**config.mk**
```make
export PLATFORM = sky130hd
export DESIGN_NAME = serial_rx
export DESIGN_NICKNAME = d
export VERILOG_FILES = /design/src/rtl/serial_rx_pkg.sv /design/src/rtl/rx_sync.sv /design/src/rtl/rx_frame.sv /design/src/rtl/rx_hold.sv /design/src/rtl/serial_rx.sv
export SDC_FILE = /design/constraint.sdc
export NUM_CORES = 1
export LEC_CHECK = 0
export ABC_AREA = 1
export ABC_CLOCK_PERIOD_IN_PS = 1400
export BUFFER_PORTS_ARGS = -buffer_cell sky130_fd_sc_hd__buf_2
export CAP_MARGIN = 25
export CORE_UTILIZATION = 53
export DETAILED_ROUTE_END_ITERATION = 6
export PLACE_DENSITY = 0.87
export RECOVER_POWER = 50
export SYNTH_ARGS = -nofsm -noshare
export SYNTH_HDL_FRONTEND = slang
export SYNTH_HIERARCHICAL = 1
export SYNTH_SLANG_ARGS = --single-unit
export TNS_END_PERCENT = 20
```
**constraint.sdc**
```tcl
create_clock -name clk -period 1.4 [get_ports clk]
set_input_delay 0.07 -clock clk [delete_from_list [all_inputs] [get_ports clk]]
set_output_delay 0.07 -clock clk [all_outputs]
set_load 0.05 [all_outputs]
```
**src/rtl/serial_rx_pkg.sv**
```systemverilog
package serial_rx_pkg;
  typedef enum logic [2:0] {
    ST_IDLE,
    ST_START,
    ST_DATA,
    ST_PAR,
    ST_STOP,
    ST_TAIL
  } rx_state_e;
endpackage

```
**src/rtl/rx_sync.sv**
```systemverilog
module rx_sync #(
  parameter int          STAGES = 2,
  parameter int          W      = 2,
  parameter logic [W-1:0] INIT  = '1
) (
  input  logic         clk,
  input  logic         rst,
  input  logic [W-1:0] d,
  output logic [W-1:0] q
);
  logic [W-1:0] stg [STAGES];

  always_ff @(posedge clk) begin
    if (rst) stg[0] <= INIT;
    else     stg[0] <= d;
  end

  generate
    for (genvar g = 1; g < STAGES; g++) begin : g_stage
      always_ff @(posedge clk) begin
        if (rst) stg[g] <= INIT;
        else     stg[g] <= stg[g-1];
      end
    end
  endgenerate

  assign q = stg[STAGES-1];
endmodule

```
**src/rtl/rx_frame.sv**
```systemverilog
module rx_frame
  import serial_rx_pkg::*;
#(
  parameter int DATA_W = 8,
  parameter int OVS    = 16
) (
  input  logic              clk,
  input  logic              rst,
  input  logic              tick,
  input  logic              rx_s,
  input  logic              lost,
  input  logic [1:0]        wlen,
  input  logic              par_en,
  input  logic              par_odd,
  input  logic              stop_long,
  output logic              done,
  output logic              start_ok,
  output logic [DATA_W-1:0] dout,
  output logic              pe_o,
  output logic              fe_o
);
  localparam int CNT_W   = $clog2(OVS);
  localparam int BIT_W   = $clog2(DATA_W);
  localparam int NB_W    = $clog2(DATA_W + 1);
  localparam int HALF    = OVS / 2;
  localparam int TAIL_HB = (OVS * 3) / 4;
  localparam int MIN_LEN = DATA_W - 3;

  rx_state_e          state;
  logic [CNT_W-1:0]   cnt;
  logic [BIT_W-1:0]   bit_idx;
  logic [DATA_W-1:0]  sh;
  logic               par_acc, pe_q, fe_q;
  logic [NB_W-1:0]    nbits, shamt;
  logic               use_tail, half_stop;
  logic [CNT_W-1:0]   tail_last;
  logic               last_bit, bit_end;

  always_comb begin
    nbits     = NB_W'(MIN_LEN) + NB_W'(wlen);
    shamt     = NB_W'(DATA_W) - nbits;
    half_stop = stop_long && (wlen == 2'd0) && !par_en;
    use_tail  = stop_long && !((wlen == 2'd3) && par_en);
    tail_last = half_stop ? CNT_W'(TAIL_HB - 1) : CNT_W'(OVS - 1);
    last_bit  = (NB_W'(bit_idx) + NB_W'(1)) == nbits;
    bit_end   = tick && (cnt == CNT_W'(OVS - 1));
  end

  always_ff @(posedge clk) begin
    if (rst) begin
      state    <= ST_IDLE;
      cnt      <= '0;
      bit_idx  <= '0;
      sh       <= '0;
      par_acc  <= 1'b0;
      pe_q     <= 1'b0;
      fe_q     <= 1'b0;
      done     <= 1'b0;
      start_ok <= 1'b0;
      dout     <= '0;
      pe_o     <= 1'b0;
      fe_o     <= 1'b0;
    end else begin
      done     <= 1'b0;
      start_ok <= 1'b0;
      if (lost) begin
        state <= ST_IDLE;
        cnt   <= '0;
      end else begin
        unique case (state)
          ST_IDLE: begin
            cnt <= '0;
            if (!rx_s) state <= ST_START;
          end
          ST_START: if (tick) begin
            if (cnt == CNT_W'(HALF - 1)) begin
              cnt <= '0;
              if (!rx_s) begin
                state    <= ST_DATA;
                bit_idx  <= '0;
                sh       <= '0;
                par_acc  <= 1'b0;
                pe_q     <= 1'b0;
                start_ok <= 1'b1;
              end else begin
                state <= ST_IDLE;
              end
            end else begin
              cnt <= cnt + CNT_W'(1);
            end
          end
          ST_DATA: if (tick) begin
            cnt <= cnt + CNT_W'(1);
            if (bit_end) begin
              sh      <= {rx_s, sh[DATA_W-1:1]};
              par_acc <= par_acc ^ rx_s;
              if (last_bit) state <= par_en ? ST_PAR : ST_STOP;
              else          bit_idx <= bit_idx + BIT_W'(1);
            end
          end
          ST_PAR: if (tick) begin
            cnt <= cnt + CNT_W'(1);
            if (bit_end) begin
              pe_q  <= (par_acc ^ rx_s) != par_odd;
              state <= ST_STOP;
            end
          end
          ST_STOP: if (tick) begin
            cnt <= cnt + CNT_W'(1);
            if (bit_end) begin
              cnt  <= '0;
              fe_q <= !rx_s;
              if (use_tail) begin
                state <= ST_TAIL;
              end else begin
                state <= ST_IDLE;
                done  <= 1'b1;
                dout  <= sh >> shamt;
                pe_o  <= pe_q;
                fe_o  <= !rx_s;
              end
            end
          end
          ST_TAIL: if (tick) begin
            if (cnt == tail_last) begin
              cnt   <= '0;
              state <= ST_IDLE;
              done  <= 1'b1;
              dout  <= sh >> shamt;
              pe_o  <= pe_q;
              fe_o  <= fe_q;
            end else begin
              cnt <= cnt + CNT_W'(1);
            end
          end
          default: state <= ST_IDLE;
        endcase
      end
    end
  end

  AST_LOST_IDLES: assert property (@(posedge clk) disable iff (rst)
    lost |=> (state == ST_IDLE) && !done);
  AST_HIGH_NO_START: assert property (@(posedge clk) disable iff (rst)
    (state == ST_IDLE) && rx_s |=> (state != ST_START));
  AST_START_NEEDS_LOW: assert property (@(posedge clk) disable iff (rst)
    start_ok |-> $past(!rx_s));
endmodule

```
**src/rtl/rx_hold.sv**
```systemverilog
module rx_hold #(
  parameter int DATA_W = 8
) (
  input  logic              clk,
  input  logic              rst,
  input  logic              done,
  input  logic              start_ok,
  input  logic              lost,
  input  logic              rd,
  input  logic [DATA_W-1:0] din,
  input  logic              pe_in,
  input  logic              fe_in,
  output logic [DATA_W-1:0] data,
  output logic              full,
  output logic              pe,
  output logic              fe,
  output logic              ovr,
  output logic              irq
);
  logic              armed, armed_n, full_n, ovr_n, load;

  always_comb begin
    load    = done && (!full || rd);
    armed_n = lost ? 1'b0 : (start_ok ? 1'b1 : armed);
    full_n  = full;
    ovr_n   = ovr;
    if (load) begin
      full_n = 1'b1;
      ovr_n  = 1'b0;
    end else if (done) begin
      ovr_n  = 1'b1;
    end else if (rd) begin
      full_n = 1'b0;
      ovr_n  = 1'b0;
    end
  end

  always_ff @(posedge clk) begin
    if (rst) begin
      data  <= '0;
      full  <= 1'b0;
      pe    <= 1'b0;
      fe    <= 1'b0;
      ovr   <= 1'b0;
      armed <= 1'b0;
      irq   <= 1'b0;
    end else begin
      armed <= armed_n;
      full  <= full_n;
      ovr   <= ovr_n;
      irq   <= full_n && armed_n;
      if (load) begin
        data <= din;
        pe   <= pe_in;
        fe   <= fe_in;
      end
    end
  end

  AST_READ_CLEARS: assert property (@(posedge clk) disable iff (rst)
    rd && !done |=> !full && !ovr);
  AST_OVR_KEEPS_DATA: assert property (@(posedge clk) disable iff (rst)
    done && full && !rd |=> $stable(data) && ovr);
  AST_LOST_MASKS_IRQ: assert property (@(posedge clk) disable iff (rst)
    lost |=> !irq);
  AST_READ_DROPS_IRQ: assert property (@(posedge clk) disable iff (rst)
    rd && !done |=> !irq);
endmodule

```
**src/rtl/serial_rx.sv**
```systemverilog
module serial_rx #(
  parameter int DATA_W      = 8,
  parameter int OVS         = 16,
  parameter int SYNC_STAGES = 2
) (
  input  logic              clk,
  input  logic              rst,
  input  logic              rx_in,
  input  logic              carrier_n,
  input  logic              tick_ext,
  input  logic              tick_tx,
  input  logic              clk_sel,
  input  logic [1:0]        wlen,
  input  logic              par_en,
  input  logic              par_odd,
  input  logic              stop_long,
  input  logic              rd_strobe,
  output logic [DATA_W-1:0] rx_data,
  output logic              rx_full,
  output logic              par_err,
  output logic              frm_err,
  output logic              ovr_err,
  output logic              irq
);
  logic [1:0]        sync_q;
  logic              rx_s, lost, tick;
  logic              done, start_ok, pe_w, fe_w;
  logic [DATA_W-1:0] dout_w;

  assign tick = clk_sel ? tick_tx : tick_ext;

  rx_sync #(.STAGES(SYNC_STAGES), .W(2), .INIT(2'b11)) i_sync (
    .clk (clk),
    .rst (rst),
    .d   ({carrier_n, rx_in}),
    .q   (sync_q)
  );
  assign lost = sync_q[1];
  assign rx_s = sync_q[0];

  rx_frame #(.DATA_W(DATA_W), .OVS(OVS)) i_frame (
    .clk       (clk),
    .rst       (rst),
    .tick      (tick),
    .rx_s      (rx_s),
    .lost      (lost),
    .wlen      (wlen),
    .par_en    (par_en),
    .par_odd   (par_odd),
    .stop_long (stop_long),
    .done      (done),
    .start_ok  (start_ok),
    .dout      (dout_w),
    .pe_o      (pe_w),
    .fe_o      (fe_w)
  );

  rx_hold #(.DATA_W(DATA_W)) i_hold (
    .clk      (clk),
    .rst      (rst),
    .done     (done),
    .start_ok (start_ok),
    .lost     (lost),
    .rd       (rd_strobe),
    .din      (dout_w),
    .pe_in    (pe_w),
    .fe_in    (fe_w),
    .data     (rx_data),
    .full     (rx_full),
    .pe       (par_err),
    .fe       (frm_err),
    .ovr      (ovr_err),
    .irq      (irq)
  );
endmodule

```
==> impl_metrics.tcl <==
set metrics [dict create \
    p_sw_uw 699 \
    period_needed_ns 1.54 \
    final_core_util_pct 69.2 \
    worstPathArrival_ns 1.74 \
    clockPowerShare_pct 34.2 \
    seq_power_share_pct 55.4 \
    antenna_found_initial 0 \
    cts-htree-levels 2 \
    ant_nets 0 \
    cts.path.max_buffers 2 \
    die_w_um 74.8 \
    worst_pin_slew_ns 0.438 \
    wl_um 7020 \
    first_pass_iters 5 \
    initial_core_util_pct 55.0 \
    critical_path.max_fanout 7 \
    clock_skew_ns 0.00505 \
    endpoint "i_frame/sh[5]" \
    drc_errors 0 \
    dp_slack_ns -0.164 \
    crit_type "reg2reg" \
    outcome "finished, violations left" \
    synth_edf_count 0 \
    p_leak_nw 1.53 \
    die_y_um 74.8 \
    p_int_mw 1.94 \
    first_global_vias 2581 \
    num_vias 2901 \
    synth_seq_cells 51 \
    synth_area_sq_um 2810 \
    r2r_cells 8 \
    fin_nets 498 \
    cts_sinks 51 \
    synth.distinct_cells 35 \
    die-area_sq_um 5590 \
    grt_max_degree 24 \
    synth_top_area_cell "dfxtp_1" \
    swShare_pct 26.5 \
    wire_per_inst_um 12.7 \
    min_path_type "in2reg" \
    io_buffer_count 25 \
    area_delta_synth_final_pct 25.8 \
    seq_area_frac_synth_pct 36.4 \
    grt_pass1_wl_um 11000 \
    reg2reg_slack_ns -0.14 \
    crit_start "i_frame/state[1]" \
    cts_root_buf "clkbuf_8" \
    globalplace.congestion 0.958 \
    syn-mean-instance-area_sq_um 6.80 \
    grtUsageTotal_pct 25.3 \
    diodes 0 \
    required_ns 1.60 \
    worstSkewPairLatency_ns 0.31 \
    worstSetupEndpointType "flop" \
    reg2reg_to "i_frame/sh[5]" \
    cts_buffers 5 \
    netlist_instances 413 \
    vdd_drop_max_mv 0.369 \
    drive_gt1_share_pct 29.1 \
    synth_common_cells "94 x nand2_1, 51 x dfxtp_1, 51 x nor2_1" \
    drt_iter0_markers 175 \
    synthArstFlopShare_pct 0 \
    power_frac_comb_pct 10.5 \
    cp-start-kind "flop" \
    ys.flop_type "dfxtp_1" \
    maxSlewViolCount 0 \
    rows 26 \
    yosys_warnings 6 \
    power-per-cell-area_nw_per_um2 748 \
    yosysMostFrequentCell "nand2_1" \
    slew_headroom_pct 70.8 \
    synth_area_leaders "dfxtp_1 36%, nand2_1 13%, a21oi_1 7.5%" \
    cts_tree "yes" \
    syn-num-nets 431 \
    drv_cap 0 \
    finalHoldViolations 0 \
    rsz0062_at_grt "true" \
    reg2reg_from "i_frame/state[1]" \
    final-setup-viol-count 29 \
    ioPinCount 26 \
    violations "setup timing" \
    period_share_pct 110 \
    setup_ws_ns -0.135 \
    clock.fmax_mhz 651 \
    dp_hpwl_um 4850 \
    cts.clk_slew.worst_paths_ns 0.10 \
    netlist.area_leader.share_pct 36.4 \
    vias_per_cell 5.26 \
    core_sq_um 5110 \
    grt-ovfl-total 0 \
]
==> worst min-delay path by stage <==
stage,startpoint,to,slack [ns],cells past startpoint
final,rd_strobe,i_hold/ovr,0.12,4
after global placement,carrier_n,i_sync/stg[0][1],0.25,3
after CTS,rd_strobe,i_hold/ovr,0.12,4
after global routing,rd_strobe,i_hold/ovr,0.15,4
after detailed placement,carrier_n,i_sync/stg[0][1],0.25,3
after floorplan,rst,i_hold/full,0.13,1
==> layout make-up <==
type                    count  area [sq um]
clock buffers               5          68.8
clock inverters             3          28.8
fillers                   413          1570
inverters                  59           229
multi-input cells         294          1630
flip-flops and latches     51          1030
well taps                  70          87.6
repair buffers             68           457
repair inverters            1          6.26
==> routing by layer <==
metal | part of all wire (%) | routed length (um) | vias to the layer above | track usage [%]
met4 | 3.3 | 229 | 0 | 11.7
met5 | 0 | 0 | - | 0
met2 | 50 | 3520 | 118 | 44.7
met1 | 41 | 2860 | 1299 | 29.5
li1 | - | - | 1458 | -
met3 | 5.7 | 402 | 26 | 4.95
==> cell families (layout without fill, tap and decap cells) <==
logic type | count (synthesis) | count (layout) | share of synthesized area, %
AO/OA/AOI/OAI | 63 | 63 | 12.4
AND/OR/NAND/NOR | 222 | 224 | 37.2
adder cells (fa/ha/maj) | 5 | 5 | 2.23
XOR/XNOR | 2 | 2 | 0.624
flip-flops | 51 | 51 | 36.4
buffers and inverters | 70 | 136 | 11.2
==> power by group through the flow <==
stage | logic (mW) | clock network [mW] | registers, mW
finish | 0.276 | 0.903 | 1.46
global route | 0.304 | 0.977 | 1.46
CTS | 0.255 | 0.914 | 1.46
detailed placement | 0.245 | 0 | 1.50
global placement | 0.239 | 0 | 1.50
floorplan | 0.148 | 0 | 1.49
==> worst max-delay path, stage by stage, from the launching register on <==
cell	delay [ns]
dfxtp_1	0.33
inv_2	0.13
nand3_2	0.17
nor2_2	0.18
inv_1	0.12
nand2_1	0.24
nand2_4	0.11
nand2_1	0.09
a21oi_2	0.05
==> sequential cells by signal, summed over array words and instances, names as in the netlist, 3 cells and up <==
signal           flops
i_frame/state        3
i_frame/dout         8
i_sync/stg           4
i_frame/sh           8
i_frame/cnt          4
i_hold/data          8
i_frame/bit_idx      3
==> what timing repair did <==
action / CTS / global route
gates resized for setup: 14 / 25
pin swaps: 10 / 19
buffers inserted: 1 / 1
hold buffers: 3 / 0
setup endpoints to repair: 30 / 32
hold endpoints to repair: 3 / 0
gates cloned: 1 / 2
==> per-stage QoR <==
| step | hold WS, ns | TNS [ns] | power, mW | area, sq um | std cells |
|---|---|---|---|---|---|
| finish | 0.116 | -2.30 | 2.64 | 3530 | 551 |
| global route | 0.145 | -4.65 | 2.74 | 3530 | 551 |
| CTS | 0.122 | -1.66 | 2.63 | 3430 | 548 |
| detailed placement | 0.254 | -3.24 | 1.74 | 3230 | 535 |
| global placement | 0.247 | -1.66 | 1.73 | 3230 | 535 |
| floorplan | 0.132 | -0.00320 | 1.64 | 2830 | 413 |
==> cell usage in the layout (no fill, tap or decap), types with 2 or more instances in the layout <==
master,n
nand2_1,87
inv_1,48
nor2_1,46
dfxtp_1,44
a21oi_1,40
nand3_1,39
buf_4,38
buf_2,25
o21ai_0,12
nand2_2,10
inv_2,8
dfxtp_2,7
nand2_4,6
nand3_2,6
nor3_1,6
clkbuf_8,5
nor2_4,5
nor2_2,5
a21oi_2,5
nand4_1,4
dlygate4sd3_1,3
nor4_1,3
ha_4,3
clkinv_4,2
inv_4,2
ha_1,2
Note: power is estimated with default switching activity, not from simulation.
